### config.mk
export PLATFORM = sky130hd
export DESIGN_NAME = csd_scaler
export DESIGN_NICKNAME = d
export VERILOG_FILES = /design/src/rtl/csd_pkg.sv /design/src/rtl/csd_term_gen.sv /design/src/rtl/csd_add_stage.sv /design/src/rtl/csd_scaler.sv
export SDC_FILE = /design/constraint.sdc
export NUM_CORES = 1
export LEC_CHECK = 0
export BUFFER_PORTS_ARGS = -buffer_cell sky130_fd_sc_hd__clkbuf_2
export CAP_MARGIN = 20
export CELL_PAD_IN_SITES_DETAIL_PLACEMENT = 1
export CELL_PAD_IN_SITES_GLOBAL_PLACEMENT = 2
export CORE_ASPECT_RATIO = 0.75
export CORE_UTILIZATION = 29
export DETAILED_ROUTE_END_ITERATION = 7
export PLACE_DENSITY_LB_ADDON = 0.1
export SETUP_SLACK_MARGIN = 0.15
export SLEW_MARGIN = 10
export SYNTH_ARGS = -nofsm -noshare
export SYNTH_HDL_FRONTEND = slang
export SYNTH_SLANG_ARGS = --single-unit
### constraint.sdc
create_clock -name vclk -period 4.1
set_clock_uncertainty 0.1 [all_clocks]
set_input_delay 0.82 -clock vclk [all_inputs]
set_output_delay 0.82 -clock vclk [all_outputs]
set_load 0.005 [all_outputs]
### src/rtl/csd_pkg.sv
`timescale 1ns/1ps
package csd_pkg;

    localparam int MAXD = 32;

    typedef logic [MAXD-1:0] dmask_t;

    typedef struct packed {
        dmask_t neg;
        dmask_t pos;
    } csd_code_t;

    // Canonical signed-digit recoding of a constant over nd digit positions.
    function automatic csd_code_t csd_recode(int coef, int nd);
        csd_code_t c;
        longint    r;
        c.pos = '0;
        c.neg = '0;
        r     = longint'(coef);
        for (int i = 0; i < MAXD; i++) begin
            if (i < nd && r != 0) begin
                if ((r & 64'sd1) != 0) begin
                    if ((r & 64'sd3) == 64'sd1) begin
                        c.pos[i] = 1'b1;
                        r        = r - 64'sd1;
                    end else begin
                        c.neg[i] = 1'b1;
                        r        = r + 64'sd1;
                    end
                end
                r = r >>> 1;
            end
        end
        return c;
    endfunction

    function automatic int csd_count(int coef, int nd);
        csd_code_t c;
        int        n;
        c = csd_recode(coef, nd);
        n = 0;
        for (int i = 0; i < MAXD; i++) begin
            if (c.pos[i] || c.neg[i]) n++;
        end
        return n;
    endfunction

    // Bit position of the k-th nonzero digit, counted from the least significant end.
    function automatic int csd_term_shift(int coef, int nd, int k);
        csd_code_t c;
        int        seen;
        int        pos;
        c    = csd_recode(coef, nd);
        seen = 0;
        pos  = 0;
        for (int i = 0; i < MAXD; i++) begin
            if (c.pos[i] || c.neg[i]) begin
                if (seen == k) pos = i;
                seen++;
            end
        end
        return pos;
    endfunction

    function automatic logic csd_term_neg(int coef, int nd, int k);
        csd_code_t c;
        int        seen;
        logic      ng;
        c    = csd_recode(coef, nd);
        seen = 0;
        ng   = 1'b0;
        for (int i = 0; i < MAXD; i++) begin
            if (c.pos[i] || c.neg[i]) begin
                if (seen == k) ng = c.neg[i];
                seen++;
            end
        end
        return ng;
    endfunction

    function automatic int tree_levels(int n);
        int w;
        int l;
        w = n;
        l = 0;
        for (int s = 0; s < MAXD; s++) begin
            if (w > 1) begin
                w = (w + 1) / 2;
                l++;
            end
        end
        return l;
    endfunction

    function automatic int level_width(int n, int l);
        int w;
        w = n;
        for (int s = 0; s < MAXD; s++) begin
            if (s < l) w = (w + 1) / 2;
        end
        return w;
    endfunction

    // Sign carried by each node at tree level l: negative only if both children are.
    function automatic dmask_t level_signs(int coef, int nd, int l);
        dmask_t s;
        dmask_t t;
        int     n;
        int     w;
        n = csd_count(coef, nd);
        s = '0;
        for (int k = 0; k < MAXD; k++) begin
            if (k < n) s[k] = csd_term_neg(coef, nd, k);
        end
        w = n;
        for (int st = 0; st < MAXD; st++) begin
            if (st < l) begin
                t = '0;
                for (int j = 0; j < MAXD / 2; j++) begin
                    if (2 * j + 1 < w)  t[j] = s[2*j] & s[2*j+1];
                    else if (2 * j < w) t[j] = s[2*j];
                end
                s = t;
                w = (w + 1) / 2;
            end
        end
        return s;
    endfunction

endpackage

### src/rtl/csd_term_gen.sv
`timescale 1ns/1ps
module csd_term_gen #(
    parameter int DATA_W = 12,
    parameter int ACC_W  = 25,
    parameter int COEF   = 15,
    parameter int ND     = 13,
    parameter int NT     = 2
) (
    input  logic                     in_vld,
    input  logic signed [DATA_W-1:0] in_data,
    output logic [NT*ACC_W-1:0]      term_bus
);

    logic signed [ACC_W-1:0] x_ext;

    // Idle samples enter the tree as zero so that no stage carries stale data.
    always_comb begin
        if (in_vld) x_ext = {{(ACC_W-DATA_W){in_data[DATA_W-1]}}, in_data};
        else        x_ext = '0;
    end

    for (genvar k = 0; k < NT; k++) begin : g_term
        localparam int SH = csd_pkg::csd_term_shift(COEF, ND, k);
        assign term_bus[k*ACC_W +: ACC_W] = x_ext <<< SH;
    end

endmodule

### src/rtl/csd_add_stage.sv
`timescale 1ns/1ps
module csd_add_stage #(
    parameter int                  ACC_W = 25,
    parameter int                  NIN   = 2,
    parameter bit                  PIPE  = 1'b0,
    parameter csd_pkg::dmask_t     SIGNS = '0
) (
    input  logic                          clk,
    input  logic                          rst_n,
    input  logic                          in_vld,
    input  logic [NIN*ACC_W-1:0]          in_bus,
    output logic                          out_vld,
    output logic [((NIN+1)/2)*ACC_W-1:0]  out_bus
);

    localparam int NOUT = (NIN + 1) / 2;

    logic [NOUT*ACC_W-1:0] sum_bus;

    for (genvar j = 0; j < NOUT; j++) begin : g_node
        if (2 * j + 1 < NIN) begin : g_pair
            localparam logic SA = SIGNS[2*j];
            localparam logic SB = SIGNS[2*j+1];
            logic signed [ACC_W-1:0] a_val;
            logic signed [ACC_W-1:0] b_val;
            assign a_val = in_bus[(2*j)*ACC_W +: ACC_W];
            assign b_val = in_bus[(2*j+1)*ACC_W +: ACC_W];
            if (SA == SB) begin : g_add
                assign sum_bus[j*ACC_W +: ACC_W] = a_val + b_val;
            end else if (!SA) begin : g_sub_ab
                assign sum_bus[j*ACC_W +: ACC_W] = a_val - b_val;
            end else begin : g_sub_ba
                assign sum_bus[j*ACC_W +: ACC_W] = b_val - a_val;
            end
        end else begin : g_pass
            assign sum_bus[j*ACC_W +: ACC_W] = in_bus[(2*j)*ACC_W +: ACC_W];
        end
    end

    if (PIPE) begin : g_reg
        always_ff @(posedge clk or negedge rst_n) begin
            if (!rst_n) begin
                out_vld <= 1'b0;
                out_bus <= '0;
            end else begin
                out_vld <= in_vld;
                out_bus <= sum_bus;
            end
        end

        AST_VALID_FOLLOW: assert property (@(posedge clk) disable iff (!rst_n)
            in_vld |=> out_vld);
        AST_VALID_DROP: assert property (@(posedge clk) disable iff (!rst_n)
            !in_vld |=> !out_vld);
    end else begin : g_comb
        assign out_vld = in_vld;
        assign out_bus = sum_bus;
    end

    AST_STAGE_IDLE: assert property (@(posedge clk) disable iff (!rst_n)
        !in_vld |-> (sum_bus == '0));

endmodule

### src/rtl/csd_scaler.sv
`timescale 1ns/1ps
module csd_scaler #(
    parameter int DATA_W = 12,
    parameter int COEF_W = 12,
    parameter int COEF   = 15,
    parameter bit PIPE   = 1'b0
) (
    input  logic                            clk,
    input  logic                            rst_n,
    input  logic                            in_vld,
    input  logic signed [DATA_W-1:0]        in_data,
    output logic                            out_vld,
    output logic signed [DATA_W+COEF_W-1:0] out_prod
);

    localparam int OUT_W  = DATA_W + COEF_W;
    localparam int ACC_W  = OUT_W + 1;
    localparam int ND     = COEF_W + 1;
    localparam int NZ     = csd_pkg::csd_count(COEF, ND);
    localparam int LEVELS = csd_pkg::tree_levels(NZ);
    localparam int LAT    = PIPE ? LEVELS : 0;
    localparam csd_pkg::dmask_t ROOT_SIGNS = csd_pkg::level_signs(COEF, ND, LEVELS);
    localparam logic ROOT_NEG = (NZ > 0) ? ROOT_SIGNS[0] : 1'b0;
    localparam logic signed [COEF_W-1:0] COEF_S = COEF_W'(COEF);

    logic signed [ACC_W-1:0] root_val;
    logic                    root_vld;
    logic signed [ACC_W-1:0] full_val;

    if (NZ == 0) begin : g_zero
        assign root_val = '0;
        assign root_vld = in_vld;
    end else begin : g_tree
        logic [NZ*ACC_W-1:0] term_bus;

        csd_term_gen #(
            .DATA_W (DATA_W),
            .ACC_W  (ACC_W),
            .COEF   (COEF),
            .ND     (ND),
            .NT     (NZ)
        ) u_terms (
            .in_vld   (in_vld),
            .in_data  (in_data),
            .term_bus (term_bus)
        );

        if (LEVELS == 0) begin : g_single
            assign root_val = term_bus[ACC_W-1:0];
            assign root_vld = in_vld;
        end else begin : g_adders
            for (genvar l = 0; l < LEVELS; l++) begin : g_lvl
                localparam int NIN  = csd_pkg::level_width(NZ, l);
                localparam int NOUT = csd_pkg::level_width(NZ, l + 1);
                localparam csd_pkg::dmask_t SG = csd_pkg::level_signs(COEF, ND, l);
                logic [NOUT*ACC_W-1:0] lvl_bus;
                logic                  lvl_vld;
                if (l == 0) begin : g_head
                    csd_add_stage #(
                        .ACC_W (ACC_W),
                        .NIN   (NIN),
                        .PIPE  (PIPE),
                        .SIGNS (SG)
                    ) u_stage (
                        .clk     (clk),
                        .rst_n   (rst_n),
                        .in_vld  (in_vld),
                        .in_bus  (term_bus),
                        .out_vld (lvl_vld),
                        .out_bus (lvl_bus)
                    );
                end else begin : g_body
                    csd_add_stage #(
                        .ACC_W (ACC_W),
                        .NIN   (NIN),
                        .PIPE  (PIPE),
                        .SIGNS (SG)
                    ) u_stage (
                        .clk     (clk),
                        .rst_n   (rst_n),
                        .in_vld  (g_lvl[l-1].lvl_vld),
                        .in_bus  (g_lvl[l-1].lvl_bus),
                        .out_vld (lvl_vld),
                        .out_bus (lvl_bus)
                    );
                end
            end
            assign root_val = g_lvl[LEVELS-1].lvl_bus[ACC_W-1:0];
            assign root_vld = g_lvl[LEVELS-1].lvl_vld;
        end
    end

    // All-negative digit sets leave a negative root; one negation restores the sign.
    if (ROOT_NEG) begin : g_negate
        assign full_val = -root_val;
    end else begin : g_keep
        assign full_val = root_val;
    end

    assign out_prod = full_val[OUT_W-1:0];
    assign out_vld  = root_vld;

    // Reference product used only by the checks below.
    logic signed [OUT_W-1:0] chk_ref;
    assign chk_ref = in_data * COEF_S;

    AST_NO_OVERFLOW: assert property (@(posedge clk) disable iff (!rst_n)
        out_vld |-> (full_val[ACC_W-1] == full_val[ACC_W-2]));

    AST_IDLE_ZERO: assert property (@(posedge clk) disable iff (!rst_n)
        !out_vld |-> (out_prod == '0));

    if (LAT == 0) begin : g_chk_comb
        AST_PRODUCT_MATCH: assert property (@(posedge clk) disable iff (!rst_n)
            out_vld |-> (out_prod == chk_ref));
    end else begin : g_chk_pipe
        AST_PRODUCT_LATENCY: assert property (@(posedge clk) disable iff (!rst_n)
            out_vld |-> (out_prod == $past(chk_ref, LAT)));
    end

endmodule

# Word level (Yosys, flattened, before mapping)
# Cells that the tools add are included.
# classes
muxes	1
addsub	1
# op_table
operator	n
two-way mux 24 bit	1
subtractor 24 bit	1
# word_totals
word_cells	2
regBits	0
input_bits	15
out_inout_bits	25

# Logic depth before layout (Yosys ltp)
# logic_depth
word_depth	2
mapped_depth	12
depth_no_buf	8

# By module
# Synthesis repeated with hierarchy kept, for this count alone.
# unflattened
cells_unflattened	263
area_unflattened_um2	1899.3
# modules_own_cells
mod	area_per_inst_um2	cells_each	seq_area_each_um2	n_inst
csd_add_stage	1514.0	211	0.0	1
csd_term_gen	385.4	52	0.0	1

# Worst setup path after synthesis
# OpenSTA, ideal clock, no wires.
# synth_timing
kind	input -> output
startpoint	in in_vld
endpoint	out out_prod[23]
path_buffers	5
slack_ps	296
required_ps	3180
cell_stages	12
arrival_time_ps	2884
cell_sequence	buf_6 -> clkbuf_8 -> buf_6 -> clkbuf_8 -> nand2_1 -> ha_1 -> and4b_2 -> nor4_1 -> a211oi_2 -> o2bb2ai_2 -> a41oi_1 -> buf_4
# synth_via
elab_chain_cells	2
# synth_lines
element	line	rtl
start, declared	csd_scaler.sv:10	input logic in_vld,
two-way mux 24 bit	csd_term_gen.sv:18	if (in_vld) x_ext = {{(ACC_W-DATA_W){in_data[DATA_W-1]}}, in_data};
subtractor 24 bit	csd_add_stage.sv:33	assign sum_bus[j*ACC_W +: ACC_W] = b_val - a_val;
end, declared	csd_scaler.sv:13	output logic signed [DATA_W+COEF_W-1:0] out_prod
# Every way passes these cells.

# Final worst setup path
# layout_timing
startpoint	in in_vld
endpoint	out out_prod[18]
# Same word-level chain as after synthesis.

==> qor.yml <==
grt.total_usage_pct: 19.27
ys_seq_area_share_pct: 0
post-route-util_pct: 36.29
cts_resized: 0
grt_pass1_vias: 1400
netlist.area_leader.share_pct: 7.914
antenna_cells: 0
synthDistinctLibCells: 60
nFlopsAndLatches: 0
p_per_area_nw_per_um2: 169.3
required_ns: 3.18
cp.arrival_ns: 2.87
critPathKind: "in2out"
p_clk_share_pct: 0
syn-cell-area_sq_um: 1217
wire_per_inst_microns: 16.66
slew_violations: 0
drive_above_1_share_pct: 28.57
pre_cts_ws_ns: 0.1713
ant_nets: 0
switchingPower_mw: 0.1320
cp-start-kind: "primary input"
place.port_buffers: 38
whs_path_depth: 5
boundaryPins: 40
cts_hold_buf: 0
wl_mm: 4.249
synthesis.nets: 193
drv_cap: 0
dpl.hpwl_mm: 3.487
gr-total-overflow: 0
die_w_microns: 76.82
irDropWorstVdd_uv: 54.52
setup_violations: 0
rsz0062_at_grt: "no"
die_h_microns: 58.11
total_power_mw: 0.2352
final_hold_viol_count: 0
critPathMaxFanout: 18
start_util_pct: 31.81
yosys.area.top_type: "xor2_1"
fin_nets: 224
areaGrowthSynthToFinish_pct: 14.08
power_frac_comb_pct: 100.0
holdPathEnd: "out_prod[3]"
status: "finished, final reports clean"
antenna_found_initial: 0
drt_iter0_drc: 71
grt_max_degree: 19
nClkBuffers: 0
power_leakage_nw: 0.5915
hp-start: "in_data[0]"
core-area_sq_um: 3827
seq_power_share_pct: 0
drcViolationCount: 0
num_vias: 1455
fin_ws_ns: 0.3066
register_area_sq_um: 0
syn_area_per_cell_sq_um: 6.997
synth_cells: 174
relSlewSlack_pct: 64.55
worst_pin_slew_ns: 0.5269
die_area_sq_um: 4464
postCtsSetupBuffers: 0
fin_tns_setup_ns: 0
place_congestion: 0.8485
hold_class: "in2out"
max_freq_mhz: 263.6
num_rows: 19
via_per_inst: 5.706
grt_pass1_wl_mm: 6.969
min_period_ns: 3.793
swShare_pct: 56.14
p_int_mw: 0.1031
drtPass1Iterations: 4
fillers: 497
finalInstanceArea_sq_um: 1389
critPathCaptureType: "output pin"
yosysWarnings: 0
placedInstanceArea_sq_um: 1386
synth_area_leaders: "xor2_1 7.9%, xnor2_1 5.8%, nor2_1 4.6%"
finalCritPeriodShare_pct: 92.52
==> power groups by stage <==
stage / Combinational (mW) / Clock (mW) / Sequential (mW)
finish: 0.235 / 0 / 0
global route: 0.259 / 0 / 0
CTS: 0.237 / 0 / 0
detailed placement: 0.235 / 0 / 0
global placement: 0.229 / 0 / 0
floorplan: 0.161 / 0 / 0
==> final cells by class <==
cell class | instances | area, sq um | area share [%]
inverter | 9 | 33.78 | 2.432
tap | 52 | 65.06 | 4.685
multi-input combinational | 148 | 1037 | 74.68
timing repair buffer | 46 | 252.7 | 18.20
==> critical path, stage by stage <==
cell and delay (ns):
clkbuf_4 0.24, nand2_2 0.15, ha_1 0.35, and4b_1 0.21, o32ai_1 0.28, a21oi_1 0.14, or3_4 0.37, a22oi_1 0.17
clkbuf_2 0.14
==> synthesized netlist by cell type, types with 4 or more instances <==
master,count
a21oi_1,11
a22oi_1,6
and2_1,4
buf_2,7
clkbuf_8,4
ha_1,4
inv_1,9
nand2_1,11
nand3_1,4
nor2_1,15
nor4_1,4
o21ai_0,9
xnor2_1,8
xor2_1,11
==> worst max-delay path by stage <==
| stage | to | startpoint | slack [ns] | cells after the start |
|---|---|---|---|---|
| after CTS | out_prod[18] | in_vld | 0.16 | 9 |
| after floorplan | out_prod[23] | in_vld | 0.30 | 12 |
| after global placement | out_prod[14] | in_vld | 0.20 | 9 |
| after global routing | out_prod[23] | in_vld | 0.19 | 9 |
| after detailed placement | out_prod[18] | in_vld | 0.17 | 9 |
| final | out_prod[18] | in_vld | 0.31 | 9 |
==> placed cells by master (no fill, tap or decap), types with 2 or more instances in the layout <==
cell type / count
a211oi_2: 2
clkbuf_2: 37
o21ai_0: 9
o32ai_1: 2
inv_1: 9
nand3_1: 4
a21boi_0: 2
o22ai_1: 2
ha_1: 4
a22oi_1: 6
xor2_1: 11
nand2_1: 11
xnor2_1: 8
nor3_1: 3
a31oi_1: 2
o221ai_1: 3
a21oi_1: 11
nor4_1: 4
and2_1: 4
nor2b_1: 2
o211ai_1: 2
a41oi_1: 3
o21a_1: 3
buf_4: 8
nand2b_1: 3
nor2_1: 15
==> per-layer routing <==
metal / vias up / global-route usage, % / part of all wire (%)
met5: - / 0 / 0
met2: 29 / 33.04 / 45
met1: 708 / 28.50 / 53
met3: 0 / 0.4724 / 2.7
li1: 718 / - / -
met4: 0 / 0 / 0
==> per-stage QoR <==
stage                     hold WS, ns  cells
after floorplan                 1.621    174
after global placement          1.956    255
after detailed placement        1.968    255
after CTS                       1.966    255
after global routing            1.991    255
final                           1.957    255
==> logic make-up (layout without fill, tap and decap cells) <==
kind of cell	count (synthesis)	count (layout)	share of synthesized area [%]
buf+inv	26	55	14.80
compound gates	68	68	42.24
xor+xnor	19	19	13.67
fa+ha+maj	5	5	5.036
simple gates	56	56	24.26
Power figures use the tool's default switching activity.
